==> src/rtl/l4m_pkg.sv <==
package l4m_pkg;
  localparam int PORT_W     = 16;
  localparam int BYTE_W     = 8;
  localparam int OFS_W      = 8;
  localparam int PORT_BYTES = PORT_W / BYTE_W;

  typedef enum logic [1:0] {
    PM_OFF     = 2'b00,
    PM_EITHER  = 2'b01,
    PM_INSIDE  = 2'b10,
    PM_OUTSIDE = 2'b11
  } portMode_e;

  localparam logic [OFS_W-1:0] OFS_MODE  = OFS_W'(0);
  localparam logic [OFS_W-1:0] OFS_BNDA  = OFS_W'(1);
  localparam logic [OFS_W-1:0] OFS_BNDB  = OFS_W'(1 + PORT_BYTES);
  localparam logic [OFS_W-1:0] OFS_PROTO = OFS_W'(1 + 2 * PORT_BYTES);
  localparam logic [OFS_W-1:0] OFS_FEN   = OFS_W'(2 + 2 * PORT_BYTES);
  localparam logic [OFS_W-1:0] OFS_FMASK = OFS_W'(3 + 2 * PORT_BYTES);
  localparam logic [OFS_W-1:0] OFS_FVAL  = OFS_W'(4 + 2 * PORT_BYTES);

  typedef struct packed {
    logic                  wrMode;
    logic [PORT_BYTES-1:0] wrBndA;
    logic [PORT_BYTES-1:0] wrBndB;
    logic                  wrProto;
    logic                  wrFen;
    logic                  wrFmask;
    logic                  wrFval;
    logic                  evalStb;
  } ctrlStb_t;
endpackage

==> src/rtl/l4m_ctrl.sv <==
module l4m_ctrl
  import l4m_pkg::*;
(
  input  logic             clk,
  input  logic             rstN,
  input  logic             cfgWrEn,
  input  logic [OFS_W-1:0] cfgWrOfs,
  input  logic             hdrValid,
  output ctrlStb_t         stb
);
  always_comb begin
    stb = '0;
    stb.evalStb = hdrValid;
    if (cfgWrEn) begin
      stb.wrMode  = (cfgWrOfs == OFS_MODE);
      stb.wrProto = (cfgWrOfs == OFS_PROTO);
      stb.wrFen   = (cfgWrOfs == OFS_FEN);
      stb.wrFmask = (cfgWrOfs == OFS_FMASK);
      stb.wrFval  = (cfgWrOfs == OFS_FVAL);
      for (int b = 0; b < PORT_BYTES; b++) begin
        stb.wrBndA[b] = (cfgWrOfs == OFS_W'(OFS_BNDA + OFS_W'(b)));
        stb.wrBndB[b] = (cfgWrOfs == OFS_W'(OFS_BNDB + OFS_W'(b)));
      end
    end
  end


  one_field_chk: assert property (@(posedge clk) disable iff (!rstN)
    $onehot0({stb.wrMode, stb.wrBndA, stb.wrBndB, stb.wrProto,
              stb.wrFen, stb.wrFmask, stb.wrFval}));


  no_stray_write_chk: assert property (@(posedge clk) disable iff (!rstN)
    (cfgWrEn && (cfgWrOfs > OFS_FVAL)) |->
      ({stb.wrMode, stb.wrBndA, stb.wrBndB, stb.wrProto,
        stb.wrFen, stb.wrFmask, stb.wrFval} == '0));
endmodule

==> src/rtl/l4m_port_cmp.sv <==
module l4m_port_cmp
  import l4m_pkg::*;
#(
  parameter int PortW = PORT_W
) (
  input  portMode_e        mode,
  input  logic [PortW-1:0] bndA,
  input  logic [PortW-1:0] bndB,
  input  logic [PortW-1:0] port,
  output logic             portOk
);
  logic [PortW-1:0] loBnd;
  logic [PortW-1:0] hiBnd;
  logic             inRange;
  logic             onBound;

  always_comb begin
    if (bndA < bndB) begin
      loBnd = bndA;
      hiBnd = bndB;
    end else begin
      loBnd = bndB;
      hiBnd = bndA;
    end
    inRange = (port >= loBnd) && (port <= hiBnd);
    onBound = (port == bndA) || (port == bndB);
    unique case (mode)
      PM_OFF:     portOk = 1'b1;
      PM_EITHER:  portOk = onBound;
      PM_INSIDE:  portOk = inRange;
      PM_OUTSIDE: portOk = !inRange;
      default:    portOk = 1'b0;
    endcase
  end
endmodule

==> src/rtl/l4m_datapath.sv <==
module l4m_datapath
  import l4m_pkg::*;
#(
  parameter int PortW  = PORT_W,
  parameter int ProtoW = BYTE_W,
  parameter int FlagW  = BYTE_W
) (
  input  logic              clk,
  input  logic              rstN,
  input  ctrlStb_t          stb,
  input  logic [BYTE_W-1:0] cfgWrData,
  input  logic [OFS_W-1:0]  cfgRdOfs,
  output logic [BYTE_W-1:0] cfgRdData,
  input  logic [PortW-1:0]  hdrPort,
  input  logic [ProtoW-1:0] hdrProto,
  input  logic [FlagW-1:0]  hdrFlags,
  output logic              resValid,
  output logic              resHit
);
  localparam int NBytes = PortW / BYTE_W;

  portMode_e                     ruleMode;
  logic [NBytes-1:0][BYTE_W-1:0] bndABytes;
  logic [NBytes-1:0][BYTE_W-1:0] bndBBytes;
  logic [ProtoW-1:0]             ruleProto;
  logic                          ruleFen;
  logic [FlagW-1:0]              ruleFmask;
  logic [FlagW-1:0]              ruleFval;

  always_ff @(posedge clk or negedge rstN) begin
    if (!rstN) begin
      ruleMode  <= PM_OFF;
      ruleProto <= '0;
      ruleFen   <= 1'b0;
      ruleFmask <= '0;
      ruleFval  <= '0;
    end else begin
      if (stb.wrMode)  ruleMode  <= portMode_e'(cfgWrData[1:0]);
      if (stb.wrProto) ruleProto <= cfgWrData[ProtoW-1:0];
      if (stb.wrFen)   ruleFen   <= cfgWrData[0];
      if (stb.wrFmask) ruleFmask <= cfgWrData[FlagW-1:0];
      if (stb.wrFval)  ruleFval  <= cfgWrData[FlagW-1:0];
    end
  end

  for (genvar b = 0; b < NBytes; b++) begin : g_bnd
    always_ff @(posedge clk or negedge rstN) begin
      if (!rstN) begin
        bndABytes[b] <= '0;
        bndBBytes[b] <= '0;
      end else begin
        if (stb.wrBndA[b]) bndABytes[b] <= cfgWrData;
        if (stb.wrBndB[b]) bndBBytes[b] <= cfgWrData;
      end
    end
  end

  always_comb begin
    cfgRdData = '0;
    if (cfgRdOfs == OFS_MODE)  cfgRdData = BYTE_W'(ruleMode);
    if (cfgRdOfs == OFS_PROTO) cfgRdData = BYTE_W'(ruleProto);
    if (cfgRdOfs == OFS_FEN)   cfgRdData = BYTE_W'(ruleFen);
    if (cfgRdOfs == OFS_FMASK) cfgRdData = BYTE_W'(ruleFmask);
    if (cfgRdOfs == OFS_FVAL)  cfgRdData = BYTE_W'(ruleFval);
    for (int b = 0; b < NBytes; b++) begin
      if (cfgRdOfs == OFS_W'(OFS_BNDA + OFS_W'(b))) cfgRdData = bndABytes[b];
      if (cfgRdOfs == OFS_W'(OFS_BNDB + OFS_W'(b))) cfgRdData = bndBBytes[b];
    end
  end

  logic portOk;
  logic protoOk;
  logic flagOk;

  l4m_port_cmp #(.PortW(PortW)) u_portCmp (
    .mode   (ruleMode),
    .bndA   (bndABytes),
    .bndB   (bndBBytes),
    .port   (hdrPort),
    .portOk (portOk)
  );

  assign protoOk = (hdrProto == ruleProto);
  assign flagOk  = !ruleFen || ((hdrFlags & ruleFmask) == (ruleFval & ruleFmask));

  always_ff @(posedge clk or negedge rstN) begin
    if (!rstN) begin
      resValid <= 1'b0;
      resHit   <= 1'b0;
    end else begin
      resValid <= stb.evalStb;
      resHit   <= stb.evalStb && protoOk && portOk && flagOk;
    end
  end


  valid_follow_chk: assert property (@(posedge clk) disable iff (!rstN)
    stb.evalStb |=> resValid);


  idle_quiet_chk: assert property (@(posedge clk) disable iff (!rstN)
    !stb.evalStb |=> !resValid);


  proto_gate_chk: assert property (@(posedge clk) disable iff (!rstN)
    (stb.evalStb && (hdrProto != ruleProto)) |=> !resHit);


  flag_gate_chk: assert property (@(posedge clk) disable iff (!rstN)
    (stb.evalStb && ruleFen && (((hdrFlags ^ ruleFval) & ruleFmask) != '0)) |=> !resHit);


  hit_needs_valid_chk: assert property (@(posedge clk) disable iff (!rstN)
    resHit |-> resValid);


  rule_hold_chk: assert property (@(posedge clk) disable iff (!rstN)
    !(|{stb.wrMode, stb.wrBndA, stb.wrBndB, stb.wrProto, stb.wrFen, stb.wrFmask, stb.wrFval})
      |=> ($stable(ruleMode) && $stable(bndABytes) && $stable(bndBBytes) &&
           $stable(ruleProto) && $stable(ruleFen) && $stable(ruleFmask) && $stable(ruleFval)));
endmodule

==> src/rtl/l4_rule_match.sv <==
module l4_rule_match
  import l4m_pkg::*;
(
  input  logic              clk,
  input  logic              rstN,
  input  logic              cfgWrEn,
  input  logic [OFS_W-1:0]  cfgWrOfs,
  input  logic [BYTE_W-1:0] cfgWrData,
  input  logic [OFS_W-1:0]  cfgRdOfs,
  output logic [BYTE_W-1:0] cfgRdData,
  input  logic              hdrValid,
  input  logic [PORT_W-1:0] hdrPort,
  input  logic [BYTE_W-1:0] hdrProto,
  input  logic [BYTE_W-1:0] hdrFlags,
  output logic              resValid,
  output logic              resHit
);
  ctrlStb_t stb;

  l4m_ctrl u_ctrl (
    .clk      (clk),
    .rstN     (rstN),
    .cfgWrEn  (cfgWrEn),
    .cfgWrOfs (cfgWrOfs),
    .hdrValid (hdrValid),
    .stb      (stb)
  );

  l4m_datapath #(
    .PortW  (PORT_W),
    .ProtoW (BYTE_W),
    .FlagW  (BYTE_W)
  ) u_dp (
    .clk       (clk),
    .rstN      (rstN),
    .stb       (stb),
    .cfgWrData (cfgWrData),
    .cfgRdOfs  (cfgRdOfs),
    .cfgRdData (cfgRdData),
    .hdrPort   (hdrPort),
    .hdrProto  (hdrProto),
    .hdrFlags  (hdrFlags),
    .resValid  (resValid),
    .resHit    (resHit)
  );
endmodule

==> config.mk <==
export PLATFORM = sky130hd
export DESIGN_NAME = l4_rule_match
export DESIGN_NICKNAME = d
export VERILOG_FILES = /design/src/rtl/l4m_pkg.sv /design/src/rtl/l4m_ctrl.sv /design/src/rtl/l4m_port_cmp.sv /design/src/rtl/l4m_datapath.sv /design/src/rtl/l4_rule_match.sv
export SDC_FILE = /design/constraint.sdc
export NUM_CORES = 1
export LEC_CHECK = 0
export ABC_AREA = 0
export BUFFER_PORTS_ARGS = -buffer_cell sky130_fd_sc_hd__buf_2
export CAP_MARGIN = 10
export CORE_AREA = 2 2 96 98
export DETAILED_ROUTE_END_ITERATION = 8
export DIE_AREA = 0 0 98 100
export GPL_TIMING_DRIVEN = 1
export MAX_ROUTING_LAYER = met4
export PLACE_DENSITY = 0.9
export SYNTH_ARGS = -nofsm -noshare
export SYNTH_HDL_FRONTEND = slang
export SYNTH_HIERARCHICAL = 1
export SYNTH_SLANG_ARGS = --single-unit
==> constraint.sdc <==
create_clock -name clk -period 8.6 [get_ports clk]
set_input_delay 0.43 -clock clk [delete_from_list [all_inputs] [get_ports clk]]
set_output_delay 0.43 -clock clk [all_outputs]
set_load 0.1 [all_outputs]
==> summary.txt <==
STA
  • Setup Skew: 0.0113 ns
  • Final WS setup: 3.96 ns
  • Tcrit/Tclk final: 0.540
  • RSZ-0062 raised after global routing: false
  • Setup TNS: 0 ns
  • Relative slew margins: 0.365
  • Highest Clock Rate: 215 MHz
  • Worst-Margin Slew: 0.944 ns
  • Setup violations, final: 0
  • Slew Limit Fails: 0
  • Final Hold Fails: 0
  • Final Critical Period: 4.64 ns

Synth
  • Syn Inst Count: 506
  • Synth Register Bits: between 60 and 70
  • Synth cell count leaders: dfrtp_1, mux2_2, ha_1
  • Number of flops mapped to enable cells by yosys: 0
  • Post-Syn Area: between 0.005 and 0.006 sq mm
  • Most numerous cell in the Yosys netlist: dfrtp_1
  • Syn_nets: 613
  • Leading area contributor after synthesis: dfrtp_1
  • Netlist cell types: 63
  • Top-area cell type share of the netlist area: 0.295
  • Part of the Yosys area used for sequential elements: 0.295
  • Syn_area_per_cell: 10.2 sq um
  • Asr flop ratio synth: 1.00
  • Yosys Warn Count: 6
  • Main area contributors after synthesis: dfrtp_1, mux2_2, ha_1, xor2_1, mux2i_1
  • Ys flop type: dfrtp_1

Die
  • Die Span Y: 100 um
  • Core Footprint: 0.00889 sq mm
  • Std-Cell Rows: 35
  • # IOs: 70
  • Die ar.: 0.00980 sq mm
  • Die X: 98 um
  • Initial core utilization: 0.582

Clock network
  • Clk pin slew, worst setup/hold paths: 0.06 ns
  • CTS buffer count: 9
  • H-tree levels: 3
  • # Post-CTS Setup Buffers: 0
  • TritonCTS clock tree: yes
  • Clk buf depth: 2
  • Clock Latency Late Sink: 0.35 ns
  • Post-CTS sizing: 0
  • Root buffer cell: clkbuf_8
  • Hold_buf cts: 0
  • CTS Sinks: 61

Flow run
  • Number of max-cap violations: 0

GRT
  • Top Usage Layer GRT: met2
  • Met1 usage: 0.393
  • GRT Total Usage: 0.319
  • Largest net degree at the start of global routing: 62
  • Vias in the first global route: about 4500
  • Global-route wire length before repair: around 24000 um
  • Antenna violations before repair: 0
  • Met2 usage: 0.514
  • Met3 GRT Util: 0.0578
  • GR Overflow Total: 0

Routing
  • Detailed Route Iter0 Violations: 251
  • Via count: 4443
  • # DRC: 0
  • DR pass1 iterations: 5
  • Vias per inst: 6.48
  • Final wirelength: about 15000 um
  • Routed wire per std cell: 21.4 um
  • Antenna-violating nets left: 0

Power and ir drop
  • PwrDens: 145 mW/mm^2
  • Static leakage: 2.76 nW
  • Tot Pwr: 0.841 mW
  • IR drop worst, VDD: 152 uV

Finish
  • Non-Filler Instances: slightly below 700
  • Area growth syn-to-layout: 12.3%
  • Share of cells above drive strength 1: 0.282
  • Antenna Cells: 0
  • Fin area: 0.00581 sq mm
  • NumNets Final: 677

Critical path
  • Crit path max-delay family: compound AO/OA/AOI/OAI gates
  • CP required: 8.79 ns
  • Reg2reg end: u_dp/resHit$_DFF_PN0_
  • Crit path kind: reg -> reg
  • Data arrival time of the critical path: 4.83 ns
  • Setup crit start: u_dp/bndBBytes[5]$_DFFE_PN0P_
  • Reg2Reg Depth: 18
  • Crit end category: flop
  • Critical Path Fanout Max: 32
  • Crit path launch type: flop
  • CP peak stage delay: 0.51 ns
  • Buf/Inv on CP: 2
  • Crit path depth: 18
  • Worst reg2reg setup slack: 3.96 ns
  • Reg2reg start: u_dp/bndBBytes[5]$_DFFE_PN0P_
  • Critical-path top delay cell: dfrtp_1
  • CP Cell Sequence: inv_1, ha_1, a21o_1, a21o_1, a21oi_1, o31ai_2, a21oi_4, buf_4, mux2i_1, ha_1, nand4_1, nor4_2, a21boi_1, o31ai_1, nand4_1, and3_1, nand3_1, a2111oi_0

Min path
  • Hold EP: u_dp/resValid$_DFF_PN0_
  • Worst hold path startpoint: hdrValid
  • Hold crit path type: in -> reg
  • Hold Path Cell Cnt: 1

Placement
  • Placed Area: 0.00558 sq mm
  • Port Buffer Count: 69
  • Placer Congestion: 0.988
  • Pre-CTS WS: 4.04 ns
  • Post-DP HPWL: 11100 um
  • Placed cells: around 670

Status
  • Status: finished, final reports clean
## area by class of cell
| type | count | area (sq um) |
|---|---|---|
| tap | 111 | 139 |
| inverter | 23 | 86.3 |
| clock inverter | 3 | 67.6 |
| sequential | 61 | 1530 |
| clock buffer | 13 | 159 |
| fill | 718 | 3080 |
| timing repair buffer | 77 | 403 |
| multi-input combinational | 398 | 3430 |
## through the flow
step	hold WS, ns	util
floorplan	0.134	-
global placement	0.510	0.627
detailed placement	0.515	0.627
CTS	0.203	0.653
global route	0.207	0.653
finish	0.216	0.653
## cells by family after synthesis
kind of cell | synth area share
buf+inv | 0.0423
simple gates | 0.146
fa+ha+maj | 0.114
flops | 0.295
mux | 0.195
compound gates | 0.127
xor+xnor | 0.0813
## report_power, final
group | internal (mW) | switching [mW] | total (mW)
Sequential | 0.301 | 0.0240 | 0.325
Combinational | 0.102 | 0.127 | 0.229
Clock | 0.179 | 0.108 | 0.288
Total | 0.582 | 0.259 | 0.841
## how the worst max path moves through the flow
stage | endpoint | slack [ns]
2_1_floorplan | u_dp/resHit$_DFF_PN0_ | 4.97
3_3_place_gp | u_dp/resHit$_DFF_PN0_ | 4.30
3_5_place_dp | u_dp/resHit$_DFF_PN0_ | 4.04
4_1_cts | u_dp/resHit$_DFF_PN0_ | 4.07
5_1_grt | u_dp/resHit$_DFF_PN0_ | 3.70
6_report | u_dp/resHit$_DFF_PN0_ | 3.96
## state kept, by name (all words and copies together) (netlist names)
signal and cells:
u_dp/bndABytes 16, u_dp/ruleMode 2, u_dp/resValid 1, u_dp/ruleProto 8, u_dp/resHit 1, u_dp/ruleFmask 8, u_dp/ruleFval 8, u_dp/ruleFen 1
u_dp/bndBBytes 16
## metal layers
metal,wire (um),share of wire,vias up
met5,0,0,-
met4,617,0.042,0
met3,816,0.056,45
met2,7150,0.49,187
met1,6080,0.41,2164
li1,-,-,2047
## placed cells by master, fill, tap and decap left out, types with 2 or more instances in the layout
| cell | netlist | layout |
|---|---|---|
| o211ai_1 | 11 | 11 |
| and3_1 | 5 | 5 |
| nand2b_1 | 8 | 8 |
| mux2i_1 | 32 | 32 |
| a211o_1 | 4 | 4 |
| a21oi_1 | 19 | 19 |
| bufinv_16 | 0 | 2 |
| a22o_1 | 5 | 5 |
| o31ai_1 | 2 | 2 |
| clkbuf_8 | 0 | 11 |
| xor2_1 | 40 | 40 |
| a221o_1 | 2 | 2 |
| nor4_2 | 2 | 2 |
| nand4_1 | 22 | 22 |
| nor3_1 | 4 | 4 |
| o21a_1 | 2 | 2 |
| nor3b_1 | 3 | 3 |
| xnor2_1 | 8 | 8 |
| and3b_1 | 7 | 7 |
| o21ai_0 | 11 | 11 |
| dfrtp_1 | 61 | 61 |
| clkbuf_1 | 10 | 2 |
| o2111ai_1 | 2 | 2 |
| a21o_1 | 8 | 8 |
| buf_4 | 3 | 7 |
| mux2_2 | 59 | 59 |
| nand3_1 | 11 | 11 |
| or3_1 | 2 | 2 |
| nor4_1 | 13 | 13 |
| buf_2 | 7 | 70 |
| nor2_1 | 10 | 10 |
| nand2_1 | 18 | 18 |
| ha_1 | 47 | 47 |
| inv_1 | 23 | 23 |
| or4b_1 | 2 | 2 |
| a22oi_1 | 7 | 7 |
| nor2b_1 | 6 | 6 |
No activity file was read; power rests on OpenSTA's default activity.
